<file path="src/rtl/flash_unlock_pkg.sv">
package flash_unlock_pkg;
    typedef enum logic [1:0] {
        ST_IDLE   = 2'd0,
        ST_ENTER  = 2'd1,
        ST_ERASE  = 2'd2,
        ST_LOCKED = 2'd3
    } fu_state_t;
endpackage

</file>
<file path="src/rtl/flash_unlock_regs.sv">
module flash_unlock_regs #(
    parameter int ADDR_W = 16,
    parameter int DATA_W = 8,
    parameter logic [ADDR_W-1:0] SEL_ADDR = 16'h2080,
    parameter logic [ADDR_W-1:0] KEY_ADDR = 16'h2081,
    parameter logic [DATA_W-1:0] KEY_VAL  = 8'h96,
    parameter logic [DATA_W-1:0] SEL_WIPE = 8'hD1,
    parameter logic [DATA_W-1:0] SEL_READ = 8'h2E
) (
    input  logic              clk,
    input  logic              rst_n,
    input  logic              wr_open,
    input  logic              we,
    input  logic [ADDR_W-1:0] addr,
    input  logic [DATA_W-1:0] wdata,
    input  logic              sec_flag,
    output logic [DATA_W-1:0] sel_q,
    output logic              unlock,
    output logic              wipe_sel
);
    logic sel_wr;
    logic key_wr;
    logic sel_ok;

    assign sel_wr   = wr_open && we && (addr == SEL_ADDR);
    assign key_wr   = wr_open && we && (addr == KEY_ADDR);
    assign wipe_sel = (sel_q == SEL_WIPE);
    assign sel_ok   = wipe_sel || ((sel_q == SEL_READ) && !sec_flag);
    assign unlock   = key_wr && (wdata == KEY_VAL) && sel_ok;

    always_ff @(posedge clk or negedge rst_n) begin
        if (!rst_n) begin
            sel_q <= '0;
        end else if (key_wr) begin
            sel_q <= '0;
        end else if (sel_wr) begin
            sel_q <= wdata;
        end
    end


    key_clears_sel_chk: assert property (@(posedge clk) disable iff (!rst_n)
        (wr_open && we && addr == KEY_ADDR) |=> (sel_q == '0));
endmodule

</file>
<file path="src/rtl/flash_unlock_fsm.sv">
module flash_unlock_fsm
    import flash_unlock_pkg::*;
(
    input  logic clk,
    input  logic rst_n,
    input  logic unlock,
    input  logic wipe_sel,
    input  logic erase_done,
    input  logic sec_set,
    output logic wr_open,
    output logic active,
    output logic ctl_rst,
    output logic wipe_start,
    output logic wipe_busy,
    output logic sec_q
);
    fu_state_t state_q, state_d;
    logic      wipe_q;

    always_ff @(posedge clk or negedge rst_n) begin
        if (!rst_n) begin
            state_q <= ST_IDLE;
            wipe_q  <= 1'b0;
        end else begin
            state_q <= state_d;
            if (unlock) begin
                wipe_q <= wipe_sel;
            end
        end
    end

    always_comb begin
        state_d = state_q;
        unique case (state_q)
            ST_IDLE:   if (unlock) state_d = ST_ENTER;
            ST_ENTER:  state_d = wipe_q ? ST_ERASE : ST_LOCKED;
            ST_ERASE:  if (erase_done) state_d = ST_LOCKED;
            ST_LOCKED: state_d = ST_LOCKED;
            default:   state_d = ST_IDLE;
        endcase
    end

    always_comb begin
        wr_open    = 1'b0;
        active     = 1'b1;
        ctl_rst    = 1'b0;
        wipe_start = 1'b0;
        wipe_busy  = 1'b0;
        unique case (state_q)
            ST_IDLE: begin
                wr_open = 1'b1;
                active  = 1'b0;
            end
            ST_ENTER: begin
                ctl_rst    = 1'b1;
                wipe_start = wipe_q;
            end
            ST_ERASE:  wipe_busy = 1'b1;
            ST_LOCKED: ;
            default:   active = 1'b0;
        endcase
    end

    always_ff @(posedge clk or negedge rst_n) begin
        if (!rst_n) begin
            sec_q <= 1'b0;
        end else if (state_q == ST_ERASE && erase_done) begin
            sec_q <= 1'b0;
        end else if (sec_set) begin
            sec_q <= 1'b1;
        end
    end


    start_single_chk: assert property (@(posedge clk) disable iff (!rst_n)
        wipe_start |=> !wipe_start);

    start_then_busy_chk: assert property (@(posedge clk) disable iff (!rst_n)
        wipe_start |=> wipe_busy);

    sec_clear_chk: assert property (@(posedge clk) disable iff (!rst_n)
        (wipe_busy && erase_done) |=> !sec_q);

    mode_sticky_chk: assert property (@(posedge clk) disable iff (!rst_n)
        active |=> active);
endmodule

</file>
<file path="src/rtl/flash_unlock_seq.sv">
module flash_unlock_seq #(
    parameter int ADDR_W = 16,
    parameter int DATA_W = 8,
    parameter logic [ADDR_W-1:0] SEL_ADDR = 16'h2080,
    parameter logic [ADDR_W-1:0] KEY_ADDR = 16'h2081,
    parameter logic [DATA_W-1:0] KEY_VAL  = 8'h96,
    parameter logic [DATA_W-1:0] SEL_WIPE = 8'hD1,
    parameter logic [DATA_W-1:0] SEL_READ = 8'h2E
) (
    input  logic              clk,
    input  logic              rst_n,
    input  logic              bus_we,
    input  logic [ADDR_W-1:0] bus_addr,
    input  logic [DATA_W-1:0] bus_wdata,
    input  logic              sec_set,
    input  logic              erase_done,
    output logic [DATA_W-1:0] mode_rdata,
    output logic              flash_mode,
    output logic              cpu_halt,
    output logic              ce_disable,
    output logic              flash_ctl_rst,
    output logic              spi_to_flash,
    output logic              erase_start,
    output logic              erase_busy,
    output logic              sec_flag
);
    logic wr_open;
    logic unlock;
    logic wipe_sel;
    logic active;

    flash_unlock_regs #(
        .ADDR_W(ADDR_W), .DATA_W(DATA_W), .SEL_ADDR(SEL_ADDR), .KEY_ADDR(KEY_ADDR),
        .KEY_VAL(KEY_VAL), .SEL_WIPE(SEL_WIPE), .SEL_READ(SEL_READ)
    ) u_regs (
        .clk(clk), .rst_n(rst_n), .wr_open(wr_open), .we(bus_we), .addr(bus_addr),
        .wdata(bus_wdata), .sec_flag(sec_flag), .sel_q(mode_rdata),
        .unlock(unlock), .wipe_sel(wipe_sel)
    );

    flash_unlock_fsm u_fsm (
        .clk(clk), .rst_n(rst_n), .unlock(unlock), .wipe_sel(wipe_sel),
        .erase_done(erase_done), .sec_set(sec_set), .wr_open(wr_open),
        .active(active), .ctl_rst(flash_ctl_rst), .wipe_start(erase_start),
        .wipe_busy(erase_busy), .sec_q(sec_flag)
    );

    assign flash_mode   = active;
    assign cpu_halt     = active;
    assign ce_disable   = active;
    assign spi_to_flash = active;


    entry_needs_key_chk: assert property (@(posedge clk) disable iff (!rst_n)
        $rose(flash_mode) |-> $past(bus_we && bus_addr == KEY_ADDR && bus_wdata == KEY_VAL));
endmodule

</file>
<file path="config.mk">
export PLATFORM = sky130hd
export DESIGN_NAME = flash_unlock_seq
export DESIGN_NICKNAME = d
export VERILOG_FILES = /design/src/rtl/flash_unlock_pkg.sv /design/src/rtl/flash_unlock_regs.sv /design/src/rtl/flash_unlock_fsm.sv /design/src/rtl/flash_unlock_seq.sv
export SDC_FILE = /design/constraint.sdc
export NUM_CORES = 1
export LEC_CHECK = 0
export ABC_AREA = 1
export BUFFER_PORTS_ARGS = -buffer_cell sky130_fd_sc_hd__buf_2
export CORE_UTILIZATION = 49
export CTS_BUF_LIST = sky130_fd_sc_hd__clkbuf_8
export CTS_CLUSTER_SIZE = 20
export DETAILED_ROUTE_END_ITERATION = 8
export GPL_TIMING_DRIVEN = 0
export PLACE_DENSITY = 0.87
export SLEW_MARGIN = 20
export SYNTH_ARGS = -nofsm -noshare
export SYNTH_HDL_FRONTEND = slang
export SYNTH_SLANG_ARGS = --single-unit
</file>
<file path="constraint.sdc">
create_clock -name clk -period 1.9 [get_ports clk]
set_input_delay 0.285 -clock clk [delete_from_list [all_inputs] [get_ports clk]]
set_output_delay 0.285 -clock clk [all_outputs]
set_load 0.005 [all_outputs]
</file>
==> results.md, run 1 <==
- The count of nets left with antenna violations once routing finished came out at 0.
- The number of buffers inserted by port buffering is 44.
- The worst hold path belongs to the class primary input to flip-flop.
- The flow ran to the end, and the final reports show no timing, DRC or antenna violations.
- The sum of buffers and inverters on the critical path is 2.
- The ratio of cells with drive above 1 in the final layout is 45.3%.
- Once detailed placement completed, the half-perimeter wirelength came to 1.52 mm.
- Buffers inserted during clock tree synthesis total 3.
- The signal on the critical path passes through inv_2, nand2_4, nor2_4, nand2_2, nor2_4, nand2_4, buf_6, nand2_2, o21ai_2.
- The die span in x is 42.9 um.
- The weighted congestion at the end of routability-driven global placement is roughly 0.8.
- Buffers inserted to repair hold after CTS numbered 1.
- Entering global routing, the biggest net connects 13 pins.
- The number of antenna violations at the first check in global routing is 0.
- The first-iteration detailed-routing DRC count is 9.
- On the critical path the largest part of the delay comes from simple AND/OR/NAND/NOR gates.
- The number of endpoints with negative hold slack in the final report is 0.
- The critical path startpoint category is a flip-flop.
- The number of DRC violations after detailed routing is 0.
- For this run, the total global-route usage over all layers was measured as between 20% and 30%.
- Setup repair after global routing left no endpoint under its margin.
- For the pin with the worst max-slew slack, the measured transition is between 0.2 and 0.3 ns.
- The biggest fanout along the worst timing path is 10.
- The die span in y is 42.9 um.
- The clock latency on the worst-skew pair is approximately 0.25 ns.
- The buffer count from post-CTS setup fixing is 0.
- On the final layout, the worst clock skew is approximately 0.00069 ns.
- CTS built an H-tree with a depth of 1.
- The floorplan step defined a die boundary enclosing about 1800 sq um.
- The kind of critical path is flip-flop to flip-flop.
- The number of cells upsized or downsized after cts is 0.
- The net count after synthesis is around 140.
- The ratio of total power to cell area is roughly 540 nW/um^2.
- The placement-stage cell area is 1060 sq um.
- The maximum count of clock buffers along a single path is 2.
- The data arrival time of the critical path is around 1.5 ns.
- In the final routed layout, each cell accounts on average for approximately 11 um.
- The total power of the final layout is around 0.61 mW.
- Of the synthesized area, sequential elements account for 36.7%.
- The final number of setup-violating endpoints is 0.
- At the end of the flow, the number of nets in the layout was around 190.
- For this run, the slowest stage of the critical path takes 0.40 ns.
- The core utilization of the finished layout is about 73%.
- The number of fill cells in the layout is 132.
- In this run the cell area of the synthesized design comes to between 800 and 900 sq um.
- The leakage power of the design is slightly below 0.7 nW.
- The total count of max-transition violations in the final report is 0.
- During synthesis, Yosys emitted a total of 0 warnings.
- The worst-case IR drop observed on VDD is between 0.4 and 0.5 mV.
- The relative max-transition margin is ~80%.
- The number of I/O pins is 45.
- The number of antenna cells inserted is 0.
- After layout, the worst path uses between 70% and 80% of the clock period.
- The site row count is 14.
- The first global-routing pass estimated 3.36 mm of wire.
- For the final routed database, the setup TNS stands at 0 ns.
- The clock drives 12 sinks.
- Yosys mapped the design onto 20 distinct sky130hd cell types.
- For this run, the detailed router's first-pass iteration total came to 4.
- The number of cells in the design after placement is 172.
- The region available for standard cell placement spans ~1500 sq um.
- The tool flagged a number of max-cap violations equal to 0.
- STA classifies the critical path endpoint as a flip-flop.
- The cell with the largest stage delay on the worst path is dfrtp_1.
- After clock tree synthesis, the clock-pin slew on the worst setup and hold paths is 0.05 ns.
- The post-layout instance area is roughly 1100 sq um.
- The non-filler instance count after layout is 177.
- CTS placed an instance of clkbuf_8 at the clock tree root.
- The final layout contains routed wiring with a total length of between 2 and 2.5 mm.
- The synthesized netlist cell count is between 100 and 150.
- Before CTS, the worst setup slack after placement is roughly 0.55 ns.
- The tightest hold path in the finished design has a slack of 0.255 ns.
- The maximum frequency from static timing analysis is about 720 MHz.
- The time the final worst path needs with I/O delays and setup is about 1.4 ns.
- The via count is around 880.
- Relative to the synthesized area, the layout overhead comes to 37.3%.
- Summed over all layers, the global routing overflow is 0.
- Setup slack closes at around 0.51 ns.
- The number of global-route vias before repair is roughly 840.
- Dividing the detail-routed via count by the number of cells gives approximately 4.9.
- The flip-flop and latch count after synthesis is 12.
- For this configuration, the core starts out at a cell density of between 50% and 60%.
- The worst endpoint required time is around 2.0 ns.
- The mean area per synthesized cell is between 7 and 8 sq um.
- The TritonCTS clock tree is done.
## where the power goes
| part | internal (mW) | switching (mW) |
|---|---|---|
| clock network | 0.184 | 0.102 |
| logic | 0.0318 | 0.0364 |
| registers | 0.256 | 0.0000621 |
## logic make-up after synthesis
kind of cell / count (synthesis) / synth area share [%]
buffers and inverters: 26 / 14.2
DFF: 12 / 36.7
and+or+nand+nor: 63 / 38.4
AOI/OAI and AO/OA: 11 / 10.7
## cells in the final DEF, fill, tap and decap left out, types with 2 or more instances in the layout
cell / netlist / final
clkbuf_8: 0 / 4
o21ai_2: 8 / 8
nand3_1: 2 / 2
buf_4: 3 / 3
buf_2: 0 / 44
nand2_1: 34 / 34
nor2_4: 3 / 3
nor2_1: 13 / 13
inv_2: 3 / 3
dfrtp_1: 12 / 12
nand2_4: 3 / 3
inv_1: 19 / 19
nand2_2: 3 / 3
## worst paths after layout
path | from | end | slack (ns) | cells after the start
max | u_fsm.state_q[0] | u_regs.sel_q[6] | 0.51 | 9
min | sec_set | u_fsm.sec_q | 0.25 | 3
max reg2reg | u_fsm.state_q[0] | u_regs.sel_q[6] | 0.51 | 9
min reg2reg | u_regs.sel_q[4] | u_regs.sel_q[4] | 0.51 | 2
max in group asynchronous | rst_n | u_fsm.wipe_q | 1.24 | 2
min in group asynchronous | rst_n | u_regs.sel_q[4] | 0.45 | 2
## worst register-to-register path: cells and delay by family (launching register included)
family                 cells  cell delay (ns)
AO/OA/AOI/OAI              1             0.06
buffers and inverters      2             0.26
flip-flops                 1             0.40
AND/OR/NAND/NOR            6             0.58
## flip-flops by register name, summed over array words and instances (netlist names)
register       flops
u_fsm.sec_q        1
u_fsm.state_q      2
u_fsm.wipe_q       1
u_regs.sel_q       8
## final cells by class
cell class,count,area [sq um],area share [%]
Timing Repair Buffer,45,230,20.5
Sequential cell,12,300,26.7
Tap cell,16,20.0,1.78
Clock buffer,4,55.1,4.90
Buffer,4,33.8,3.01
Inverter,22,82.6,7.35
Multi-Input combinational cell,74,402,35.7
## routing by layer
metal / up-vias / share of wire (%) / global-route usage, %
met5: - / 0 / 0
met2: 33 / 55 / 48.5
met4: 0 / 3.3 / 13.1
met1: 406 / 36 / 24.7
li1: 428 / - / -
met3: 9 / 4.9 / 5.96
## cells in the mapped netlist
cell     number  area, sq um
nor3_1        1         5.00
dfrtp_1      12          300
and2_0        1         6.26
buf_6         1         11.3
o21ai_0       1         5.00
inv_1        19         71.3
inv_2         3         11.3
nand2_1      34          128
o21ai_2       8         70.1
nor2_1       13         48.8
nor3_4        1         16.3
nand4_1       1         6.26
nand2_2       3         18.8
o31ai_1       1         7.51
buf_4         3         22.5
a21oi_1       1         5.00
nand2_4       3         33.8
nor3b_1       1         7.51
nor2_4        3         33.8
nand3_1       2         10.0
(Power assumes the default switching activity.)
==> run 2: changes to the inputs <==
Settings changed: CORE_UTILIZATION 49 to 45, PLACE_DENSITY 0.87 to 0.81.
Clock period 1.9 ns to 1.3 ns, I/O delays scaled along.
==> run 2 against run 1 <==
Effect of this change:
- global-route usage is 4.6 points lower
- sequential power rose by 46%
- final cell count is 6.8% higher
- clock-buffer cell count unchanged
- wire length shrank 11%
- register-to-register slack lost 0.46 ns
- power increased by 45%
- combinational power is 41% higher
- final area rose by 3.3%
- die area increased by 8.5%
- non-clock buffer count grew 3
- clock skew is essentially flat
- critical endpoint is now u_regs.sel_q[7]
- largest cell class unchanged
- highest routed layer unchanged
==> results.md, run 2 (synthesis gave the netlist of run 1 again) <==
- The run finished with clean final reports.
- Measured against its own limit, the worst slew margin works out to 82.1%.
- The setup clock skew after layout is 0.000931 ns.
- The highest routed metal layer is met4.
- For this design the top-level I/O count stands at 45.
- Detailed routing placed a total of ~88 um of wire on met3.
- STA puts the critical path data required time at approximately 1.4 ns.
- The via count is 844.
- The flip-flop count of the largest register, all copies and words added is 8.
- The die span in y is around 45 um.
- The maximum count of clock buffers along a single path is 2.
- The non-filler instance count after layout is 189.
- The floorplan step defined a die boundary enclosing roughly 2000 sq um.
- The register-to-register path setup slack is around 0.050 ns.
- The critical path startpoint category is a flip-flop.
- Ranked by flip-flop count, first place goes to u_regs.sel_q.
- The first global-routing pass estimated a little under 3 mm of wire.
- The number of endpoints with negative hold slack in the final report is 0.
- The per-cell routed wire length is approximately 9.5 um.
- The leakage power of the design is about 0.7 nW.
- Clock latency on the worst-skew pair, taken at its later pin, is about 0.25 ns.
- The endpoint class of the critical path is a flip-flop.
- The data arrival time of the critical path is roughly 1.4 ns.
- The total met2 wirelength after detailed routing is ~970 um.
- Timing would allow up to approximately 800 MHz.
- Setup repair after global routing could not meet its margin everywhere.
- Summed over all layers, the routed wires come to between 1.5 and 2 mm.
- For the pin with the worst max-slew slack, the measured transition is between 0.2 and 0.3 ns.
- The number of global-route vias before repair is approximately 810.
- The leading cell type in the layout, fill and taps excluded is buf_2.
- The worst path meets setup with 0.0499 ns of slack.
- The final clock period utilization by the worst path is a little over nine tenths.
- The number of H-tree levels is 1.
- In the routed layout, each cell is associated on average with a via count of ~4.5.
- The wire-length estimate of the detail-placed layout is between 1 and 1.5 mm.
- The number of DRC violations after detailed routing is 0.
- The number of nets still failing antenna checks after routing is 0.
- The number of max-cap violations is 0.
- After detailed routing, the wire length on met1 is approximately 710 um.
- The CTS root buffer is clkbuf_8.
- The area growth from synthesis to final layout is 41.9%.
- At the end of routability-driven placement, the weighted congestion stood at roughly 0.8.
- The starting utilization of the core area is a little under half.
- Clock-pin slew was measured on the worst setup and hold paths at roughly 0.05 ns.
- The worst slack after detailed placement is -0.0318 ns.
- The number of antenna diodes in the final layout is 0.
- The total routing usage reported by global routing is about 21%.
- The number of clock sinks is 12.
- The detailed-routing iteration count for the pre-antenna-repair pass is 4.
- Setup violations remaining at the end of the flow were counted as 0.
- The floorplan has 15 rows.
- The maximum vdd drop is 0.522 mV.
- The biggest fanout along the worst timing path is 16.
- The kind of critical path is flip-flop to flip-flop.
- The type of the tightest min-delay check is primary input to flip-flop.
- The number of buffers inserted by port buffering is 44.
- Buffers inserted during clock tree synthesis total 3.
- The number of cells in the design after placement is roughly 180.
- The core utilization of the finished layout is 68.0%.
- The number of antenna violations at the first check in global routing is 0.
- The maximum number of pins on one net before global-route repair is 17.
- The post-route netlist has 47.6% of its cells at a drive strength greater than 1.
- The final net count is 194.
- The first-iteration detailed-routing DRC count is 20.
- Summed over all layers, the global routing overflow is 0.
- In the layout the commonest cells are buf_2 (44), nand2_1 (34), inv_1 (19).
- The total count of max-transition violations in the final report is 0.
- The region available for standard cell placement spans 1710 sq um.
- The time the final worst path needs with I/O delays and setup is about 1.3 ns.
- The largest registers in the layout are u_regs.sel_q: 8 flops, u_fsm.state_q: 2 flops.
- The TritonCTS clock tree is done.
- Dividing total power by cell area gives a power density of 762 nW/um^2.
- The die is around 45 um wide.
==> run 2: changes by cell type in the layout (fill, tap and decap cells not counted), sizes merged <==
cell  change
buf       +3
==> run 2: area by class of cell <==
class / instances / area, sq um
inverters: 22 / 82.6
flip-flops and latches: 12 / 300
plain buffers: 3 / 22.5
multi-input cells: 74 / 409
clock buffers: 4 / 55.1
well taps: 25 / 31.3
fillers: 161 / 547
repair buffers: 49 / 260
==> run 2: stage by stage <==
| step | area, sq um | TNS (ns) | hold WS, ns | power, mW |
|---|---|---|---|---|
| 3_3_place_gp | 1070 | -0.0228 | 0.0836 | 0.472 |
| 2_1_floorplan | 818 | 0 | -0.101 | 0.417 |
| 3_5_place_dp | 1070 | -0.0626 | 0.0843 | 0.475 |
| 5_1_grt | 1160 | -0.279 | 0.203 | 0.928 |
| 6_report | 1160 | 0 | 0.166 | 0.885 |
| 4_1_cts | 1150 | 0 | 0.169 | 0.894 |
==> run 2: critical path: stages (launching register included) <==
cell     delay [ns]
dfrtp_1        0.39
inv_2          0.09
nand2_4        0.07
nor2_4         0.08
nand2_2        0.07
nor2_4         0.11
nand2_4        0.15
nand2_1        0.12
o21ai_2        0.06
==> run 2: where the power goes <==
part / total [mW] / internal (mW) / switching (mW)
Clock: 0.415 / 0.268 / 0.147
Sequential: 0.374 / 0.374 / 0.0000921
Combinational: 0.0960 / 0.0464 / 0.0496
Total: 0.885 / 0.689 / 0.196
==> run 2: worst paths after layout <==
check,from,end,cells past startpoint
max,u_fsm.state_q[0],u_regs.sel_q[7],8
min in group asynchronous,rst_n,u_fsm.state_q[1],2
max in group asynchronous,rst_n,u_regs.sel_q[0],2
max reg2reg,u_fsm.state_q[0],u_regs.sel_q[7],8
min reg2reg,u_fsm.wipe_q,u_fsm.wipe_q,2
min,sec_set,u_fsm.sec_q,3
==> run 2: metal layers <==
metal  track usage [%]  vias up
met5                 0        -
met4              11.5        0
met3              4.90        3
met2              39.7       30
met1              20.1      377
li1                  -      434
==> run 2: repair_timing <==
item | CTS | global route
endpoints found under the setup margin | 6 | 11
pin swaps | 1 | 0
gates resized for setup | 0 | 2
hold buffers | 1 | 0
endpoints found under the hold margin | 12 | 0
buffers inserted | 3 | 1
==> run 3: changes to the inputs <==
Settings changed: BUFFER_PORTS_ARGS -buffer_cell sky130_fd_sc_hd__buf_2 to unset, CORE_UTILIZATION 45 to 50, DONT_BUFFER_PORTS set to 1, PLACE_DENSITY 0.81 to unset.
Clock period 1.3 ns to 1.2 ns, I/O delays scaled along.
==> run 3 against run 2 <==
Effect of this change:
- the run now ends with setup timing left
- combinational power is 45% lower
- sequential share of layout area is 4.6 points higher
- worst hold slack worse by 0.084 ns
- clock skew is 0.00082 ns higher
- wire length is 14% lower
- largest cell class unchanged
- highest routed layer unchanged
==> results.md, run 3 (synthesis gave the netlist of run 1 again) <==
- For this run, the share of the core covered by cells in the final layout is 64.8%.
- Power spread over the standard cell area amounts to approximately 910 nW/um^2.
- Dividing the detail-routed via count by the number of cells gives 4.94.
- The number of global-route vias before repair came to around 620.
- The endpoint class of the critical path is a flip-flop.
- TritonCTS built the clock tree.
- The summed negative setup slack over all endpoints is -0.266 ns.
- The floorplan has 14 rows.
- Counting the buffers created by CTS gives 3.
- At the later pin of the worst-skew pair, clock insertion delay measures 0.24 ns.
- The total routing usage reported by global routing is between 10% and 20%.
- After the first detailed-routing iteration, the DRC count stood at 4.
- The finished layout holds roughly 140 standard cells, fillers aside.
- Per report_power, the sequential group accounts for between 40% and 50% of the total.
- The part of the power in combinational logic is 5.9%.
- The weighted congestion at the end of routability-driven global placement is 0.725.
- The die covers ~1800 sq um.
- Cell internal power was estimated by the tool at between 0.7 and 0.8 mW.
- The worst endpoint required time is around 1.3 ns.
- The first global-routing pass estimated 2.51 mm of wire.
- In the final layout, the registers with the most flip-flops are u_regs.sel_q: 8 flops, u_fsm.state_q: 2 flops.
- The clock network fraction of total power is 49.1%.
- The flow ran to the end, but the final reports show violations.
- The number of endpoints with negative hold slack in the final report is 0.
- The area growth from synthesis to final layout is 20.6%.
- The root buffer cell chosen for the clock tree is clkbuf_8.
- The flip-flop count of the largest register, all copies and words added is 8.
- Setup repair after global routing could not meet its margin everywhere.
- Counting flops per register, the top entry is u_regs.sel_q.
- Summed over all layers, the global routing overflow is 0.
- In this run, placement finished with an instance count of approximately 130.
- The area of the core region is about 1500 sq um.
- After layout, the worst path uses 105% of the clock period.
- The die span in x is 42.5 um.
- The time the final worst path needs with I/O delays and setup is approximately 1.3 ns.
- The number of clock sinks is 12.
- Summed over all nets, the half-perimeter wirelength after detailed placement is between 1 and 1.5 mm.
- The total wire length after detailed routing is roughly 1.5 mm.
- The number of nets still failing antenna checks after routing is 0.
- For this block, the via count after detailed routing is a little under 700.
- The maximum vdd drop is 0.609 mV.
- The final number of setup-violating endpoints is 9.
- Along the worst path, the maximum fanout reaches 10.
- The ratio of cells with drive above 1 in the final layout is between 30% and 40%.
- The analysis attributes to net switching a power of about 0.19 mW.
- Once routing completed, OpenROAD measured the worst setup slack at -0.0575 ns.
- The maximum frequency from static timing analysis is between 700 and 800 MHz.
- The data arrival time of the critical path is 1.39 ns.
- The type of the tightest min-delay check is primary input to flip-flop.
- The number of antenna diodes in the final layout is 0.
- In the routed design, unresolved DRC markers number 0.
- The per-cell routed wire length is about 11 um.
- Once the floorplan was initialized, standard cells occupied a little over half of the core.
- Measured against its own limit, the worst slew margin works out to approximately 64%.
- The setup clock skew after layout is ~0.0018 ns.
- Clock-pin slew was measured on the worst setup and hold paths at 0.06 ns.
- The completed layout was analyzed and its total power is ~0.9 mW.
- The transition at the pin with the smallest max-transition slack is ~0.55 ns.
- The number of buffers inserted by port buffering is 0.
- The die is ~42 um tall.
- The switching portion of total power is 20.7%.
- Max-cap violations in this run came to 0.
- The maximum count of clock buffers along a single path is 2.
- CTS built an H-tree with a depth of 1.
- The final reports fail on setup timing.
- The total count of max-transition violations in the final report is 0.
- STA classifies the critical path startpoint as a flip-flop.
- In this run the count of I/O pins placed on the die edge is 45.
- In the layout the commonest cells are nand2_1 (30), inv_1 (19), nor2_1 (12), dfrtp_1 (12).
- The leakage power of the design is 0.514 nW.
- The final layout contains about 150 nets.
- Hold is met by just over 0.08 ns.
- The kind of critical path is flip-flop to flip-flop.
- The detailed-routing iteration count for the pre-antenna-repair pass is 3.
- The leading cell type in the layout, fill and taps excluded is nand2_1.
- The number of antenna violations at the first check in global routing came to 0.
- The maximum number of pins on one net before global-route repair is 13.
==> run 3: worst max-delay path: stages, from the launching register on <==
cell and delay [ns]:
dfrtp_1 0.38, inv_2 0.09, nand2_4 0.08, nor2_4 0.08, nand2_2 0.07, nor2_4 0.11, nand2_4 0.08, buf_12 0.16
nand2_2 0.06, o21ai_2 0.05
==> run 3: through the flow <==
stage | instance area, sq um | setup WS [ns]
6_report | 987 | -0.0575
5_1_grt | 987 | -0.177
4_1_cts | 947 | -0.0874
3_5_place_dp | 838 | -0.135
3_3_place_gp | 838 | -0.108
2_1_floorplan | 818 | -0.0241
==> run 3: cell type report <==
cell class | count | area, sq um
Multi-Input combinational cell | 74 | 428
Clock buffer | 4 | 55.1
Timing Repair Buffer | 7 | 58.8
Inverter | 22 | 82.6
Sequential cell | 12 | 300
Tap cell | 16 | 20.0
Fill cell | 153 | 537
Buffer | 4 | 42.5
==> run 3: path summary, 6_finish.rpt <==
check	startpoint	end	slack, ns	cells after the start
max	u_fsm.state_q[0]	u_regs.sel_q[6]	-0.06	9
min	sec_set	u_fsm.sec_q	0.08	2
max reg2reg	u_fsm.state_q[0]	u_regs.sel_q[6]	-0.06	9
min reg2reg	u_fsm.wipe_q	u_fsm.wipe_q	0.49	2
max in group asynchronous	rst_n	u_regs.sel_q[0]	0.48	1
min in group asynchronous	rst_n	u_regs.sel_q[7]	0.36	1
==> run 3: power groups by stage <==
stage	Clock [mW]	Combinational, mW	Sequential [mW]
2_1_floorplan	0	0.0394	0.412
3_5_place_dp	0	0.0442	0.412
3_3_place_gp	0	0.0430	0.412
5_1_grt	0.470	0.0617	0.405
4_1_cts	0.455	0.0551	0.405
6_report	0.443	0.0532	0.405
==> run 3: routing by layer <==
metal	global-route usage (%)	wire length, um	up-vias
li1	-	-	358
met1	24.3	679	294
met2	28.3	716	30
met3	5.17	109	4
met4	11.3	33	0
met5	0	0	-
==> run 3: what timing repair did <==
item	4_1_cts	5_1_grt
resized for setup	2	9
setup buffers	5	1
setup endpoints to repair	8	11
pin swaps	1	2
hold buffers	1	0
hold endpoints to repair	12	0
